`config.mk`:
```
export PLATFORM = sky130hd
export DESIGN_NAME = lcd_pwr_sequencer
export DESIGN_NICKNAME = d
export VERILOG_FILES = /design/src/rtl/lcd_pwr_pkg.sv /design/src/rtl/lcd_pwr_pin_sync.sv /design/src/rtl/lcd_pwr_reset_seq.sv /design/src/rtl/lcd_pwr_ctrl_regs.sv /design/src/rtl/lcd_pwr_out_stage.sv /design/src/rtl/lcd_pwr_sequencer.sv
export SDC_FILE = /design/constraint.sdc
export NUM_CORES = 1
export LEC_CHECK = 0
export ABC_AREA = 1
export BUFFER_PORTS_ARGS = -buffer_cell sky130_fd_sc_hd__clkbuf_2
export CAP_MARGIN = 25
export CORE_UTILIZATION = 30
export CTS_BUF_LIST = sky130_fd_sc_hd__clkbuf_4
export CTS_CLUSTER_SIZE = 30
export DETAILED_ROUTE_END_ITERATION = 8
export GPL_ROUTABILITY_DRIVEN = 1
export PLACE_DENSITY = 0.55
export SLEW_MARGIN = 30
export SYNTH_ARGS = -nofsm -noshare
export SYNTH_HDL_FRONTEND = slang
export SYNTH_SLANG_ARGS = --single-unit
```
`constraint.sdc`:
```
create_clock -name clk -period 2.8 [get_ports clk]
set_input_delay 0.7 -clock clk [delete_from_list [all_inputs] [get_ports clk]]
set_output_delay 0.7 -clock clk [all_outputs]
set_load 0.02 [all_outputs]
```
`src/rtl/lcd_pwr_pkg.sv`:
```
package lcd_pwr_pkg;

    typedef enum logic [1:0] {
        MODE_RESET  = 2'b00,
        MODE_SLEEP  = 2'b10,
        MODE_NORMAL = 2'b11
    } mode_e;

    typedef enum logic [1:0] {
        CMD_STATUS = 2'd0,
        CMD_DISP   = 2'd1,
        CMD_SYSRST = 2'd2,
        CMD_CFG    = 2'd3
    } cmd_e;

    typedef enum logic [1:0] {
        SQ_POR  = 2'd0,
        SQ_BUSY = 2'd1,
        SQ_RUN  = 2'd2
    } seq_e;

    typedef struct packed {
        logic pump;
        logic drv;
        logic drain;
    } pwr_en_t;

    localparam int STAT_W = 8;

    function automatic mode_e mode_of(input logic in_reset, input logic disp_en);
        if (in_reset)     return MODE_RESET;
        else if (disp_en) return MODE_NORMAL;
        else              return MODE_SLEEP;
    endfunction

    function automatic logic [STAT_W-1:0] stat_pack(input logic rs, input logic bz,
                                                    input mode_e m);
        return {rs, bz, 4'b0000, m};
    endfunction

endpackage

```
`src/rtl/lcd_pwr_pin_sync.sv`:
```
module lcd_pwr_pin_sync #(
    parameter int STAGES = 2
) (
    input  logic clk,
    input  logic rst,
    input  logic pin_n,
    output logic pin_low
);
    logic [STAGES-1:0] sync_q;

    always_ff @(posedge clk) begin
        if (rst) sync_q <= '1;
        else     sync_q <= {sync_q[STAGES-2:0], pin_n};
    end

    assign pin_low = ~sync_q[STAGES-1];
endmodule

```
`src/rtl/lcd_pwr_reset_seq.sv`:
```
module lcd_pwr_reset_seq
    import lcd_pwr_pkg::*;
#(
    parameter int POR_CYC  = 2400000,
    parameter int BUSY_CYC = 800
) (
    input  logic clk,
    input  logic rst,
    input  logic pin_low,
    input  logic sw_reset,
    output logic in_reset
);
    localparam int MAXC  = (POR_CYC > BUSY_CYC) ? POR_CYC : BUSY_CYC;
    localparam int CNT_W = $clog2(MAXC + 1);
    localparam logic [CNT_W-1:0] POR_LAST  = CNT_W'(POR_CYC - 1);
    localparam logic [CNT_W-1:0] BUSY_LAST = CNT_W'(BUSY_CYC - 1);

    seq_e             state_q;
    logic [CNT_W-1:0] cnt_q;

    always_ff @(posedge clk) begin
        if (rst) begin
            state_q <= SQ_POR;
            cnt_q   <= '0;
        end else begin
            unique case (state_q)
                SQ_POR: begin
                    if (cnt_q == POR_LAST) begin
                        state_q <= SQ_BUSY;
                        cnt_q   <= '0;
                    end else begin
                        cnt_q <= cnt_q + 1'b1;
                    end
                end
                SQ_BUSY: begin
                    if (pin_low) begin
                        cnt_q <= '0;
                    end else if (cnt_q == BUSY_LAST) begin
                        state_q <= SQ_RUN;
                        cnt_q   <= '0;
                    end else begin
                        cnt_q <= cnt_q + 1'b1;
                    end
                end
                default: begin
                    if (pin_low || sw_reset) begin
                        state_q <= SQ_BUSY;
                        cnt_q   <= '0;
                    end
                end
            endcase
        end
    end

    assign in_reset = (state_q != SQ_RUN);

    // a pin held low keeps the busy window open
    p_pin_hold_r4: assert property (@(posedge clk) disable iff (rst)
        (state_q == SQ_BUSY && pin_low) |=> (state_q == SQ_BUSY));

    // a software reset from run state opens the busy window
    p_sw_enter_r3: assert property (@(posedge clk) disable iff (rst)
        (state_q == SQ_RUN && sw_reset) |=> (state_q == SQ_BUSY && cnt_q == '0));

    // leaving power-on wait always lands in busy
    p_por_next_r2: assert property (@(posedge clk) disable iff (rst)
        (state_q == SQ_POR && cnt_q == POR_LAST) |=> (state_q == SQ_BUSY));
endmodule

```
`src/rtl/lcd_pwr_ctrl_regs.sv`:
```
module lcd_pwr_ctrl_regs
    import lcd_pwr_pkg::*;
#(
    parameter int CFG_W = 4
) (
    input  logic             clk,
    input  logic             rst,
    input  logic             in_reset,
    input  logic             cmd_valid,
    input  cmd_e             cmd_op,
    input  logic [CFG_W-1:0] cmd_data,
    input  logic [CFG_W-1:0] cfg_pins,
    output logic             disp_en,
    output logic [CFG_W-1:0] cfg_q,
    output logic             sw_reset
);
    logic take;

    assign take     = cmd_valid && !in_reset;
    assign sw_reset = take && (cmd_op == CMD_SYSRST);

    always_ff @(posedge clk) begin
        if (rst || in_reset) begin
            disp_en <= 1'b0;
            cfg_q   <= cfg_pins;
        end else if (take) begin
            if (cmd_op == CMD_DISP) disp_en <= cmd_data[0];
            if (cmd_op == CMD_CFG)  cfg_q   <= cmd_data;
        end
    end

    // registers sit at defaults while resetting
    p_disp_dflt_r8: assert property (@(posedge clk) disable iff (rst)
        in_reset |=> !disp_en);
    p_cfg_dflt_r8: assert property (@(posedge clk) disable iff (rst)
        in_reset |=> (cfg_q == $past(cfg_pins)));

    // configuration write lands next edge
    p_cfg_write_r11: assert property (@(posedge clk) disable iff (rst)
        (cmd_valid && !in_reset && cmd_op == CMD_CFG) |=> (cfg_q == $past(cmd_data)));
endmodule

```
`src/rtl/lcd_pwr_out_stage.sv`:
```
module lcd_pwr_out_stage
    import lcd_pwr_pkg::*;
(
    input  logic              clk,
    input  logic              rst,
    input  logic              in_reset,
    input  logic              disp_en,
    input  logic              pwr_ready,
    input  logic              stat_req,
    output mode_e             mode,
    output pwr_en_t           en,
    output logic              stat_vld,
    output logic [STAT_W-1:0] stat_word
);
    logic ready_q;

    always_ff @(posedge clk) begin
        if (rst) begin
            ready_q   <= 1'b0;
            stat_vld  <= 1'b0;
            stat_word <= '0;
        end else begin
            ready_q  <= pwr_ready;
            stat_vld <= stat_req;
            if (stat_req) stat_word <= stat_pack(in_reset, in_reset, mode);
        end
    end

    always_comb begin
        mode     = mode_of(in_reset, disp_en);
        en.drain = (mode == MODE_RESET);
        en.pump  = (mode == MODE_NORMAL);
        en.drv   = (mode == MODE_NORMAL) && ready_q;
    end

    // drain never overlaps pump or drivers
    p_drain_excl_r1: assert property (@(posedge clk) disable iff (rst)
        en.drain |-> (!en.pump && !en.drv));

    // drivers need ready seen at the previous edge
    p_drv_ready_r10: assert property (@(posedge clk) disable iff (rst)
        en.drv |-> $past(pwr_ready));

    // a status request yields one valid pulse
    p_stat_pulse_r7: assert property (@(posedge clk) disable iff (rst)
        stat_req |=> stat_vld);
    p_stat_quiet_r7: assert property (@(posedge clk) disable iff (rst)
        !stat_req |=> !stat_vld);
endmodule

```
`src/rtl/lcd_pwr_sequencer.sv`:
```
module lcd_pwr_sequencer
    import lcd_pwr_pkg::*;
#(
    parameter int POR_CYC  = 2400000,
    parameter int BUSY_CYC = 800,
    parameter int CFG_W    = 4
) (
    input  logic             clk,
    input  logic             rst,
    input  logic             rst_pin_n,
    input  logic             cmd_valid,
    input  logic [1:0]       cmd_op,
    input  logic [CFG_W-1:0] cmd_data,
    input  logic [CFG_W-1:0] cfg_pins,
    input  logic             pwr_ready,
    output logic [1:0]       op_mode,
    output logic             stat_rs,
    output logic             stat_bz,
    output logic             stat_vld,
    output logic [7:0]       stat_word,
    output logic [CFG_W-1:0] cfg_out,
    output logic             pump_en,
    output logic             drv_en,
    output logic             drain_en
);
    logic    pin_low;
    logic    sw_reset;
    logic    in_reset;
    logic    disp_en;
    logic    stat_req;
    cmd_e    op;
    mode_e   mode;
    pwr_en_t en;

    assign op       = cmd_e'(cmd_op);
    assign stat_req = cmd_valid && (op == CMD_STATUS);

    lcd_pwr_pin_sync #(.STAGES(2)) i_sync (
        .clk(clk), .rst(rst), .pin_n(rst_pin_n), .pin_low(pin_low)
    );

    lcd_pwr_reset_seq #(.POR_CYC(POR_CYC), .BUSY_CYC(BUSY_CYC)) i_seq (
        .clk(clk), .rst(rst), .pin_low(pin_low), .sw_reset(sw_reset),
        .in_reset(in_reset)
    );

    lcd_pwr_ctrl_regs #(.CFG_W(CFG_W)) i_regs (
        .clk(clk), .rst(rst), .in_reset(in_reset), .cmd_valid(cmd_valid),
        .cmd_op(op), .cmd_data(cmd_data), .cfg_pins(cfg_pins),
        .disp_en(disp_en), .cfg_q(cfg_out), .sw_reset(sw_reset)
    );

    lcd_pwr_out_stage i_out (
        .clk(clk), .rst(rst), .in_reset(in_reset), .disp_en(disp_en),
        .pwr_ready(pwr_ready), .stat_req(stat_req), .mode(mode), .en(en),
        .stat_vld(stat_vld), .stat_word(stat_word)
    );

    assign op_mode  = mode;
    assign stat_rs  = in_reset;
    assign stat_bz  = in_reset;
    assign pump_en  = en.pump;
    assign drv_en   = en.drv;
    assign drain_en = en.drain;

    // display enable command sets the mode next edge
    p_disp_mode_r9: assert property (@(posedge clk) disable iff (rst)
        (cmd_valid && !stat_rs && op == CMD_DISP) |=>
        (op_mode == ($past(cmd_data[0]) ? 2'b11 : 2'b10)));

    // commands other than status read are dropped while resetting
    p_discard_r6: assert property (@(posedge clk) disable iff (rst)
        (stat_rs && cmd_valid && op == CMD_DISP) |=> (op_mode != 2'b11));
endmodule

```
==> results of run 1 <==
## per-layer routing
layer / track usage (%) / vias to the layer above / routed length (um)
met1: 20.6 / 1042 / 2880
li1: - / 1258 / -
met4: 4.89 / 0 / 77
met5: 0 / - / 0
met2: 25.3 / 55 / 2780
met3: 3.10 / 7 / 284
## flip-flops by register name, summed over array words and instances (netlist names)
name / cells
i_out.ready_q: 1
i_out.stat_vld: 1
i_out.stat_word: 3
i_regs.cfg_q: 4
i_regs.disp_en: 1
i_seq.cnt_q: 22
i_seq.state_q: 2
i_sync.sync_q: 2
## cell usage after synthesis, types with 2 or more instances
library cell,instances
edfxtp_1,4
dfxtp_1,32
or2_2,2
nor2_2,8
nand4_1,17
buf_1,2
xor2_1,4
nand2_2,3
buf_4,7
nand3_2,2
o21ai_0,9
nand2_1,116
nand2_4,2
nor2_4,2
nand3_1,34
inv_1,54
a21oi_1,19
clkbuf_1,2
nor2_1,47
buf_2,5
## metrics by stage
stage / setup slack [ns] / hold slack, ns / total power (W)
2_1_floorplan: 1.05 / 0.389 / 0.000596
3_3_place_gp: 0.727 / 0.391 / 0.000612
3_5_place_dp: 0.642 / 0.392 / 0.000613
4_1_cts: 0.317 / 0.422 / 0.00101
5_1_grt: 0.172 / 0.441 / 0.00104
6_report: 0.335 / 0.420 / 0.000990
## cell usage in the layout (no fill, tap or decap), types with 3 or more instances in the layout
master      n
a21oi_1    19
clkbuf_2   30
clkbuf_4    5
conb_1      4
dfxtp_1    32
edfxtp_1    4
inv_1      54
nand2_1   116
nand2_2     3
nand3_1    34
nand4_1    17
nor2_1     47
nor2_2      8
o21ai_0     9
xor2_1      4
## power breakdown
| group | internal, W | switching (W) | leakage (nW) | total, W |
|---|---|---|---|---|
| Clock | 0.000186 | 0.000203 | 0.0412 | 0.000389 |
| Combinational | 0.0000216 | 0.0000381 | 0.873 | 0.0000596 |
| Sequential | 0.000532 | 0.00000908 | 0.302 | 0.000541 |
## final cells by class
class                           count  area share, %
Tap cell                          102           4.83
Clock inverter                      3           1.61
Clock buffer                        5           1.42
Timing Repair Buffer               30           5.68
Inverter                           55           7.81
Sequential cell                    36           28.8
Multi-Input combinational cell    280           49.9
## logic make-up after synthesis
| family | Yosys count | synth area share (%) |
|---|---|---|
| AND/OR/NAND/NOR | 237 | 45.1 |
| AO/OA/AOI/OAI | 34 | 7.68 |
| flip-flops | 36 | 32.0 |
| adder cells (fa/ha/maj) | 1 | 0.526 |
| other | 1 | 0.158 |
| buffers and inverters | 72 | 13.1 |
| XOR/XNOR | 4 | 1.47 |
## worst min-delay path by stage
stage | slack, ns | to | depth (start not counted)
after floorplan | 0.39 | i_sync.sync_q[1] | 1
after global placement | 0.39 | i_sync.sync_q[1] | 1
after detailed placement | 0.39 | i_sync.sync_q[1] | 1
after CTS | 0.42 | i_sync.sync_q[1] | 1
after global routing | 0.44 | i_sync.sync_q[1] | 1
final | 0.42 | i_sync.sync_q[1] | 1
==> results_dict.tcl, run 1 <==
set metrics [dict create \
    outcome "completed" \
    cp-end-kind "primary output" \
    grt_max_degree 22 \
    synth_area_mm2 0.00238 \
    cts_root_buf "clkbuf_4" \
    drt_pre_antenna_iters 5 \
    netlist_top_cells_area "dfxtp_1, nand2_1, inv_1" \
    grt_pass1_wl_um 10300 \
    drtIter0Drc 212 \
    clkLatencyLatePin_ns 0.37 \
    drv_slew 0 \
    numCtsBuffers 5 \
    ctsResizeCount 0 \
    area_delta_synth_final_pct 11.2 \
    start_kind "register" \
    maxSlewHeadroom_pct 42.6 \
    path_max_fanout 11 \
    routed_via_density 4.62 \
    routabilityCongestion 0.888 \
    setup_tns_ns 0 \
    seqCellArea_um2 761 \
    drive_gt1_share_pct 14.2 \
    crit_end "drv_en" \
    rrSetupSlack_ns 0.62 \
    dieArea_mm2 0.00828 \
    routedWlPerCell_um 11.8 \
    initial_utilization_pct 30.9 \
    setup_viol 0 \
    worstHoldStart "i_sync.sync_q[0]" \
    core_area_mm2 0.00769 \
    fmax_mhz 406 \
    timing.rr.start "i_seq.state_q[1]" \
    clock-sinks 36 \
    worst_pin_slew_ns 0.857 \
    placementRows 32 \
    worst_clock_skew_ns 0.0168 \
    crit_type "reg -> out" \
    yosysWarnings 0 \
    multi_input_area_mm2 0.00132 \
    hold_buffers 0 \
    cts_tree "yes" \
    synth_top_area_share_pct 26.9 \
    ys_async_sr_fraction_pct 0 \
    ioPinCount 35 \
    ir_drop_mv 0.201 \
    antenna_found_initial 0 \
    postRouteWirelength_um 6020 \
    drtAntennaViolNets 0 \
    post-route-util_pct 34.4 \
    min_period_ns 2.47 \
    cellLeakagePower_nw 1.22 \
    crit_start "i_seq.state_q[1]" \
    crit_path_max_incr_delay_ns 0.58 \
    die_h_um 91.0 \
    fin_crit_sh_pct 88.0 \
    dp_hpwl_um 4520 \
    synthFlopType "dfxtp_1" \
    path_depth 5 \
    num_vias 2362 \
    critPathSlowestCell "dfxtp_1" \
    htree_levels 2 \
    track_usage_pct 15.5 \
    crit_family "flip-flops" \
    worst_hold_path_type "reg -> reg" \
    design_area_mm2 0.00264 \
    nets 424 \
    die_w_um 91.0 \
    synth-seq-area-share_pct 32.0 \
    p_per_area_mw_per_mm2 375 \
    placed_area_mm2 0.00256 \
    rsz0062_at_grt "false" \
    post-cts-setup-buffers 0 \
    syn_inst 385 \
    worst_ep_arrival_time_ns 1.77 \
    clockBufferDepth 2 \
    synth-seq-cells 36 \
    io_buffers 30 \
    fill_cells 870 \
    crit_required_ns 2.10 \
    synth_edf_count 4 \
    grt_overflow_total 0 \
    rr_endpoint "i_seq.state_q[1]" \
    path_buf_inv 2 \
    grt_pass1_vias 2175 \
    yosysTopAreaCell "dfxtp_1" \
    post_synth.cell_area_avg_um2 6.17 \
    cap_viol_max_count 0 \
    antennaDiodeCount 0 \
    finalNonFillerCells 511 \
    ff2ff_path_depth 8 \
    netlist-cell-type-count 34 \
    worstPathCellList "inv_1 -> nor2_4 -> nand2_1 -> nor2_1 -> clkbuf_2" \
    drc 0 \
    hold_viol 0 \
    placed_cells_incl_taps 503 \
    clk_pin_slew_ns 0.12 \
]
(Power assumes the default switching activity.)
==> run 2: changes to the inputs <==
--- a/config.mk
+++ b/config.mk
@@ -13,8 +13,9 @@
 export CTS_CLUSTER_SIZE = 30
 export DETAILED_ROUTE_END_ITERATION = 8
 export GPL_ROUTABILITY_DRIVEN = 1
-export PLACE_DENSITY = 0.55
+export PLACE_DENSITY = 0.56
 export SLEW_MARGIN = 30
 export SYNTH_ARGS = -nofsm -noshare
 export SYNTH_HDL_FRONTEND = slang
+export SYNTH_HIERARCHICAL = 1
 export SYNTH_SLANG_ARGS = --single-unit
==> run 2 against run 1 <==
  * First-iteration DRC count is 41% lower
  * Final cell count is 4.5% lower
  * Die area is 4.9% lower
  * Via count is 9.3% lower
  * Synthesized cell count is 5.5% lower
  * Clock-buffer cell count is 1 higher
  * Core utilization is 0.35 points higher
  * Power is 56% higher
  * Largest cell class unchanged
==> results_dict.tcl, run 2 <==
set metrics [dict create \
    antennaDiodeCount 0 \
    path_buf_inv 3 \
    hold_buffers 0 \
    synth-seq-cells 36 \
    cpMostUsedCell "inv_1" \
    fmax_mhz 435 \
    routedWlPerCell_um 10.2 \
    crit_type "reg -> out" \
    grt_pass1_wl_um 8700 \
    pwr-share-clk_pct 24.5 \
    cap_viol_max_count 0 \
    ioPinCount 35 \
    synth_edf_count 4 \
    placed_area_mm2 0.00244 \
    seqCellArea_um2 761 \
    core_area_mm2 0.00725 \
    clkLatencyLatePin_ns 0.35 \
    design_area_mm2 0.00252 \
    synthFlopType "dfxtp_1" \
    post_synth.cell_area_avg_um2 6.20 \
    yosysMostFrequentCell "nand2_1" \
    drive_gt1_share_pct 16.7 \
    synth-seq-area-share_pct 33.7 \
    worst_hold_path_type "reg -> reg" \
    setup_viol 0 \
    yosysWarnings 6 \
    multi_input_area_mm2 0.00119 \
    setup_tns_ns 0 \
    postRouteWirelength_um 4970 \
    synth_area_mm2 0.00226 \
    initial_utilization_pct 31.1 \
    reg.largest.list "i_seq/cnt_q (22), i_regs/cfg_q (4), i_out/stat_word (3)" \
    power_frac_comb_pct 35.4 \
    routed_via_density 4.39 \
    cellLeakagePower_nw 1.23 \
    yosysTopAreaCell "dfxtp_1" \
    min_period_ns 2.30 \
    routabilityCongestion 0.834 \
    post-cts-setup-buffers 0 \
    dieArea_mm2 0.00788 \
    regMostFlops "i_seq/cnt_q" \
    worst_ep_arrival_time_ns 1.60 \
    drv_slew 0 \
    start_kind "register" \
    rrSetupSlack_ns 0.72 \
    track_usage_pct 14.3 \
    nets 404 \
    placed_cells_incl_taps 480 \
    area_delta_synth_final_pct 11.5 \
    die_h_um 88.8 \
    drtIter0Drc 125 \
    layout_common_cells "nand2_1, inv_1, nor2_1" \
    dp_hpwl_um 3680 \
    cts_root_buf "clkbuf_4" \
    crit_required_ns 2.10 \
    ff2ff_path_depth 10 \
    crit_start "i_seq/state_q[1]" \
    fin_crit_sh_pct 82.2 \
    die_w_um 88.8 \
    grt_max_degree 24 \
    netlist_top_cells_area "dfxtp_1, nand2_1, inv_1" \
    numCtsBuffers 5 \
    drc 0 \
    power_frac_seq_pct 40.1 \
    crit_path_max_incr_delay_ns 0.39 \
    ctsResizeCount 0 \
    io_buffers 30 \
    drt_pre_antenna_iters 4 \
    clock-sinks 36 \
    synth_common_cells "nand2_1, inv_1, nor2_1" \
    rsz0062_at_grt "false" \
    switching_power_w 0.000614 \
    clk_pin_slew_ns 0.11 \
    worstPathCellList "inv_1 -> or2_2 -> inv_1 -> and3_1 -> clkbuf_2" \
    cts_tree "yes" \
    htree_levels 2 \
    grt_overflow_total 0 \
    rr_endpoint "i_seq/cnt_q[13]" \
    outcome "completed" \
    num_vias 2143 \
    crit_end "drv_en" \
    largest_register_ff_count 22 \
    synth_top_area_share_pct 28.4 \
    critPathSlowestCell "or2_2" \
    layout_commonest_cell "nand2_1" \
    netlist-cell-type-count 31 \
    p_per_area_mw_per_mm2 613 \
    crit_family "simple AND/OR/NAND/NOR gates" \
    grt_pass1_vias 1916 \
    cp-end-kind "primary output" \
    maxSlewHeadroom_pct 55.6 \
    worst_pin_slew_ns 0.666 \
    drtAntennaViolNets 0 \
    finalNonFillerCells 488 \
    antenna_found_initial 0 \
    internal_power_w 0.000930 \
    ir_drop_mv 0.204 \
    ys_async_sr_fraction_pct 0 \
    timing.rr.start "i_seq/state_q[1]" \
    worst_clock_skew_ns 0.00949 \
    fill_cells 795 \
    path_max_fanout 11 \
    placementRows 31 \
    hold_viol 0 \
    syn_inst 364 \
    path_depth 5 \
    swShare_pct 39.8 \
    clockBufferDepth 2 \
]
==> run 2: cell types whose count changed after synthesis, sizes merged, moves of 2 or more <==
cell / delta
clkbuf: +2
nand3: -13
nand2: +11
nor3: +2
nand4: -9
inv: +2
nor2: -8
o21ai: -2
buf: -3
==> run 2: stage by stage <==
step / hold WS [ns] / setup slack (ns) / utilization [%] / total power (W)
after global placement: 0.389 / 0.774 / 33.6 / 0.00118
after floorplan: 0.380 / 0.707 / - / 0.00111
final: 0.415 / 0.500 / 34.7 / 0.00154
after CTS: 0.428 / 0.481 / 34.7 / 0.00157
after global routing: 0.470 / 0.411 / 34.7 / 0.00167
after detailed placement: 0.396 / 0.713 / 33.6 / 0.00119
==> run 2: power groups by stage <==
| stage | clock, W | sequential [W] | combinational [W] |
|---|---|---|---|
| final | 0.000378 | 0.000619 | 0.000546 |
| after detailed placement | 0 | 0.000631 | 0.000558 |
| after global placement | 0 | 0.000629 | 0.000546 |
| after CTS | 0.000396 | 0.000619 | 0.000559 |
| after floorplan | 0 | 0.000644 | 0.000465 |
| after global routing | 0.000419 | 0.000625 | 0.000622 |
==> run 2: layer usage <==
layer / routed length, um / vias to the layer above / GRT usage (%)
met5: 0 / - / 0
met3: 194 / 9 / 2.61
li1: - / 1154 / -
met1: 2460 / 934 / 18.2
met2: 2200 / 46 / 23.6
met4: 112 / 0 / 6.30
==> run 2: worst min path at each step <==
stage | slack, ns | cells past startpoint | end | from
global route | 0.47 | 2 | i_sync/sync_q[1] | i_sync/sync_q[0]
detailed placement | 0.40 | 2 | i_sync/sync_q[1] | i_sync/sync_q[0]
finish | 0.42 | 2 | i_sync/sync_q[1] | i_sync/sync_q[0]
floorplan | 0.38 | 2 | i_sync/sync_q[1] | i_sync/sync_q[0]
global placement | 0.39 | 2 | i_sync/sync_q[1] | i_sync/sync_q[0]
CTS | 0.43 | 2 | i_sync/sync_q[1] | i_sync/sync_q[0]
==> run 2: final cells by class <==
cell class,count,share of cell area [%]
multi-input cells,258,47.2
inverters,57,8.54
flip-flops and latches,36,30.2
well taps,99,4.92
repair buffers,30,5.96
clock buffers,6,1.79
clock inverters,2,1.39
==> run 2: cells by family after synthesis <==
logic type / after synthesis / synth area share, %
AO/OA/AOI/OAI: 30 / 7.04
other: 1 / 0.166
buffers and inverters: 73 / 14.2
flip-flops: 36 / 33.7
AND/OR/NAND/NOR: 218 / 42.4
XOR/XNOR: 5 / 1.94
adder cells (fa/ha/maj): 1 / 0.554
==> run 2: tightest hold or removal path, stage by stage (launching register included) <==
cell,delay [ns]
dfxtp_1,0.33
inv_1,0.03
nand2_1,0.04
==> run 3: changes to the inputs <==
--- a/config.mk
+++ b/config.mk
@@ -5,7 +5,7 @@
 export SDC_FILE = /design/constraint.sdc
 export NUM_CORES = 1
 export LEC_CHECK = 0
-export ABC_AREA = 1
+export ABC_AREA = 0
 export BUFFER_PORTS_ARGS = -buffer_cell sky130_fd_sc_hd__clkbuf_2
 export CAP_MARGIN = 25
 export CORE_UTILIZATION = 30
==> constraint.sdc (replaced) <==
create_clock -name clk -period 2.26 [get_ports clk]
set_input_delay 0.565 -clock clk [delete_from_list [all_inputs] [get_ports clk]]
set_output_delay 0.565 -clock clk [all_outputs]
set_load 0.02 [all_outputs]
==> run 3 against run 2 <==
  * Clock-buffer cell count shrank 1
  * Core utilization grew 1.3 points
  * Register-to-register slack lost 0.59 ns
  * Die area shrank 18%
  * Via count shrank 26%
  * Sequential share of layout area grew 5.5 points
  * Design area shrank 15%
  * Final cell count shrank 35%
  * Synthesized area shrank 18%
  * Critical path type is now reg -> reg
  * Largest power group unchanged
==> results_dict.tcl, run 3 <==
set metrics [dict create \
    outcome "completed" \
    netlist-cell-type-count 57 \
    layout_common_cells "dfxtp_1, clkbuf_2, nand2_1" \
    synthFlopType "dfxtp_1" \
    ys_async_sr_fraction_pct 0 \
    drtIter0Drc 98 \
    drt_pre_antenna_iters 4 \
    yosysWarnings 6 \
    fmax_mhz 471 \
    postRouteWirelength_um 3900 \
    syn_inst 209 \
    clk_pin_slew_ns 0.11 \
    crit_end "i_seq/cnt_q[17]" \
    synth_common_cells "dfxtp_1, nand2_1, nand3_1" \
    htree_levels 2 \
    die_h_um 80.5 \
    core_area_mm2 0.00592 \
    cap_viol_max_count 0 \
    antenna_found_initial 0 \
    dr.max_layer_used "met4" \
    timing.rr.start "i_seq/cnt_q[0]" \
    post_synth.cell_area_avg_um2 8.85 \
    yosysMostFrequentCell "dfxtp_1" \
    rrSetupSlack_ns 0.13 \
    grt_max_degree 16 \
    synth_edf_count 4 \
    netlist_top_cells_area "dfxtp_1, edfxtp_1, nand2_1" \
    ioPinCount 35 \
    cellLeakagePower_nw 0.872 \
    path_max_fanout 14 \
    worst_clock_skew_ns 0.0106 \
    track_usage_pct 13.6 \
    routed_via_density 4.98 \
    cts_tree "yes" \
    min_period_ns 2.13 \
    crit_type "reg -> reg" \
    initial_utilization_pct 31.3 \
    yosysTopAreaCell "dfxtp_1" \
    setup_tns_ns 0 \
    nets 259 \
    hold_buffers 0 \
    drive_gt1_share_pct 24.3 \
    met1_length_um 1840 \
    reg.largest.list "i_seq/cnt_q (22), i_regs/cfg_q (4), i_out/stat_word (3)" \
    maxSlewHeadroom_pct 60.6 \
    grt_pass1_vias 1418 \
    rsz0062_at_grt "false" \
    path_buf_inv 0 \
    clkLatencyLatePin_ns 0.33 \
    crit_start "i_seq/cnt_q[0]" \
    synth-seq-cells 36 \
    synth-seq-area-share_pct 41.1 \
    worst_ep_arrival_time_ns 2.35 \
    layout_commonest_cell "dfxtp_1" \
    routabilityCongestion 0.831 \
    crit_required_ns 2.49 \
    crit_path_max_incr_delay_ns 0.40 \
    num_vias 1584 \
    drtAntennaViolNets 0 \
    dr_wl_met3_um 127 \
    largest_register_ff_count 22 \
    critPathSlowestCell "dfxtp_1" \
    grt_overflow_total 0 \
    worst_pin_slew_ns 0.590 \
    post-route-util_pct 36.0 \
    worst_hold_path_type "in -> reg" \
    die_w_um 80.5 \
    io_buffers 30 \
    grt_pass1_wl_um 6700 \
    worstPathCellList "ha_1 -> and4_4 -> nand4_2 -> nor3_4 -> o22ai_4 -> and3_1 -> a221o_1" \
    crit_family "simple AND/OR/NAND/NOR gates" \
    path_depth 7 \
    placementRows 28 \
    synth_area_mm2 0.00185 \
    hold_viol 0 \
    start_kind "register" \
    clock-sinks 36 \
    routedWlPerCell_um 12.3 \
    dieArea_mm2 0.00649 \
    ir_drop_mv 0.290 \
    route.met2.wl_um 1870 \
    ff2ff_path_depth 7 \
    drv_slew 0 \
    cp-end-kind "register" \
    fin_crit_sh_pct 94.0 \
    clockBufferDepth 2 \
    antennaDiodeCount 0 \
    synth_top_area_share_pct 34.6 \
    area_delta_synth_final_pct 15.3 \
    p_per_area_mw_per_mm2 513 \
    rr_endpoint "i_seq/cnt_q[17]" \
    drc 0 \
    dp_hpwl_um 2960 \
    regMostFlops "i_seq/cnt_q" \
    numCtsBuffers 5 \
    cts_root_buf "clkbuf_4" \
    setup_viol 0 \
]
-- run 3: cell families (layout without fill, tap and decap cells) --
family                   after synthesis  in the layout  synth area share [%]
adder cells (fa/ha/maj)                1              1                 0.676
multiplexers                           6              6                  4.39
AO/OA/AOI/OAI                         42             42                  14.7
buffers and inverters                 20             51                  6.15
flip-flops                            36             36                  41.1
XOR/XNOR                               6              6                  2.84
AND/OR/NAND/NOR                       97             97                  29.9
other                                  1              4                 0.203
-- run 3: layout make-up --
| type | instances | area (um^2) |
|---|---|---|
| Clock buffer | 5 | 37.5 |
| Clock inverter | 2 | 7.51 |
| Fill cell | 623 | 3790 |
| Inverter | 7 | 26.3 |
| Multi-Input combinational cell | 156 | 1000 |
| Sequential cell | 36 | 761 |
| Tap cell | 75 | 93.8 |
| Timing Repair Buffer | 37 | 203 |
-- run 3: worst min path at each step --
stage	start	endpoint	slack [ns]	cells past startpoint
2_1_floorplan	i_sync/sync_q[0]	i_sync/sync_q[1]	0.39	1
3_3_place_gp	i_sync/sync_q[0]	i_sync/sync_q[1]	0.39	1
3_5_place_dp	i_sync/sync_q[0]	i_sync/sync_q[1]	0.41	1
4_1_cts	rst_pin_n	i_sync/sync_q[0]	0.38	2
5_1_grt	rst_pin_n	i_sync/sync_q[0]	0.38	2
6_report	rst_pin_n	i_sync/sync_q[0]	0.40	2
-- run 3: through the flow --
step           hold WS (ns)  setup WS, ns  total power (W)  std cells  cell area (um^2)
3_3_place_gp          0.387         0.111         0.000798        311              2070
6_report              0.398         0.135          0.00109        318              2130
5_1_grt               0.385       0.00522          0.00116        318              2130
4_1_cts               0.380        0.0559          0.00111        318              2120
2_1_floorplan         0.385         0.333         0.000765        212              1860
3_5_place_dp          0.407        0.0687         0.000799        311              2070
-- run 3: repair_timing --
| item | CTS | global route |
|---|---|---|
| setup buffers | 0 | 0 |
| gates resized for setup | 0 | 3 |
| endpoints found under the hold margin | 0 | 0 |
| endpoints found under the setup margin | 0 | 9 |
-- run 3: routing by layer --
metal  GRT usage, %  vias up
li1               -      811
met1           16.2      738
met2           22.5       29
met3           3.52        6
met4           6.25        0
met5              0        -
-- run 3: power by group --
group          total, W  switching (W)  internal, W
combinational  0.000101      0.0000556    0.0000449
sequential     0.000684      0.0000190     0.000665
clock          0.000309       0.000200     0.000109
total           0.00109       0.000275     0.000819
-- run 3: worst reg2reg max path, delay by kind of cell, from the launching register on --
family          cells  cell delay, ns
fa+ha+maj           1            0.26
compound gates      2            0.43
flops               1            0.40
simple gates        4            0.93
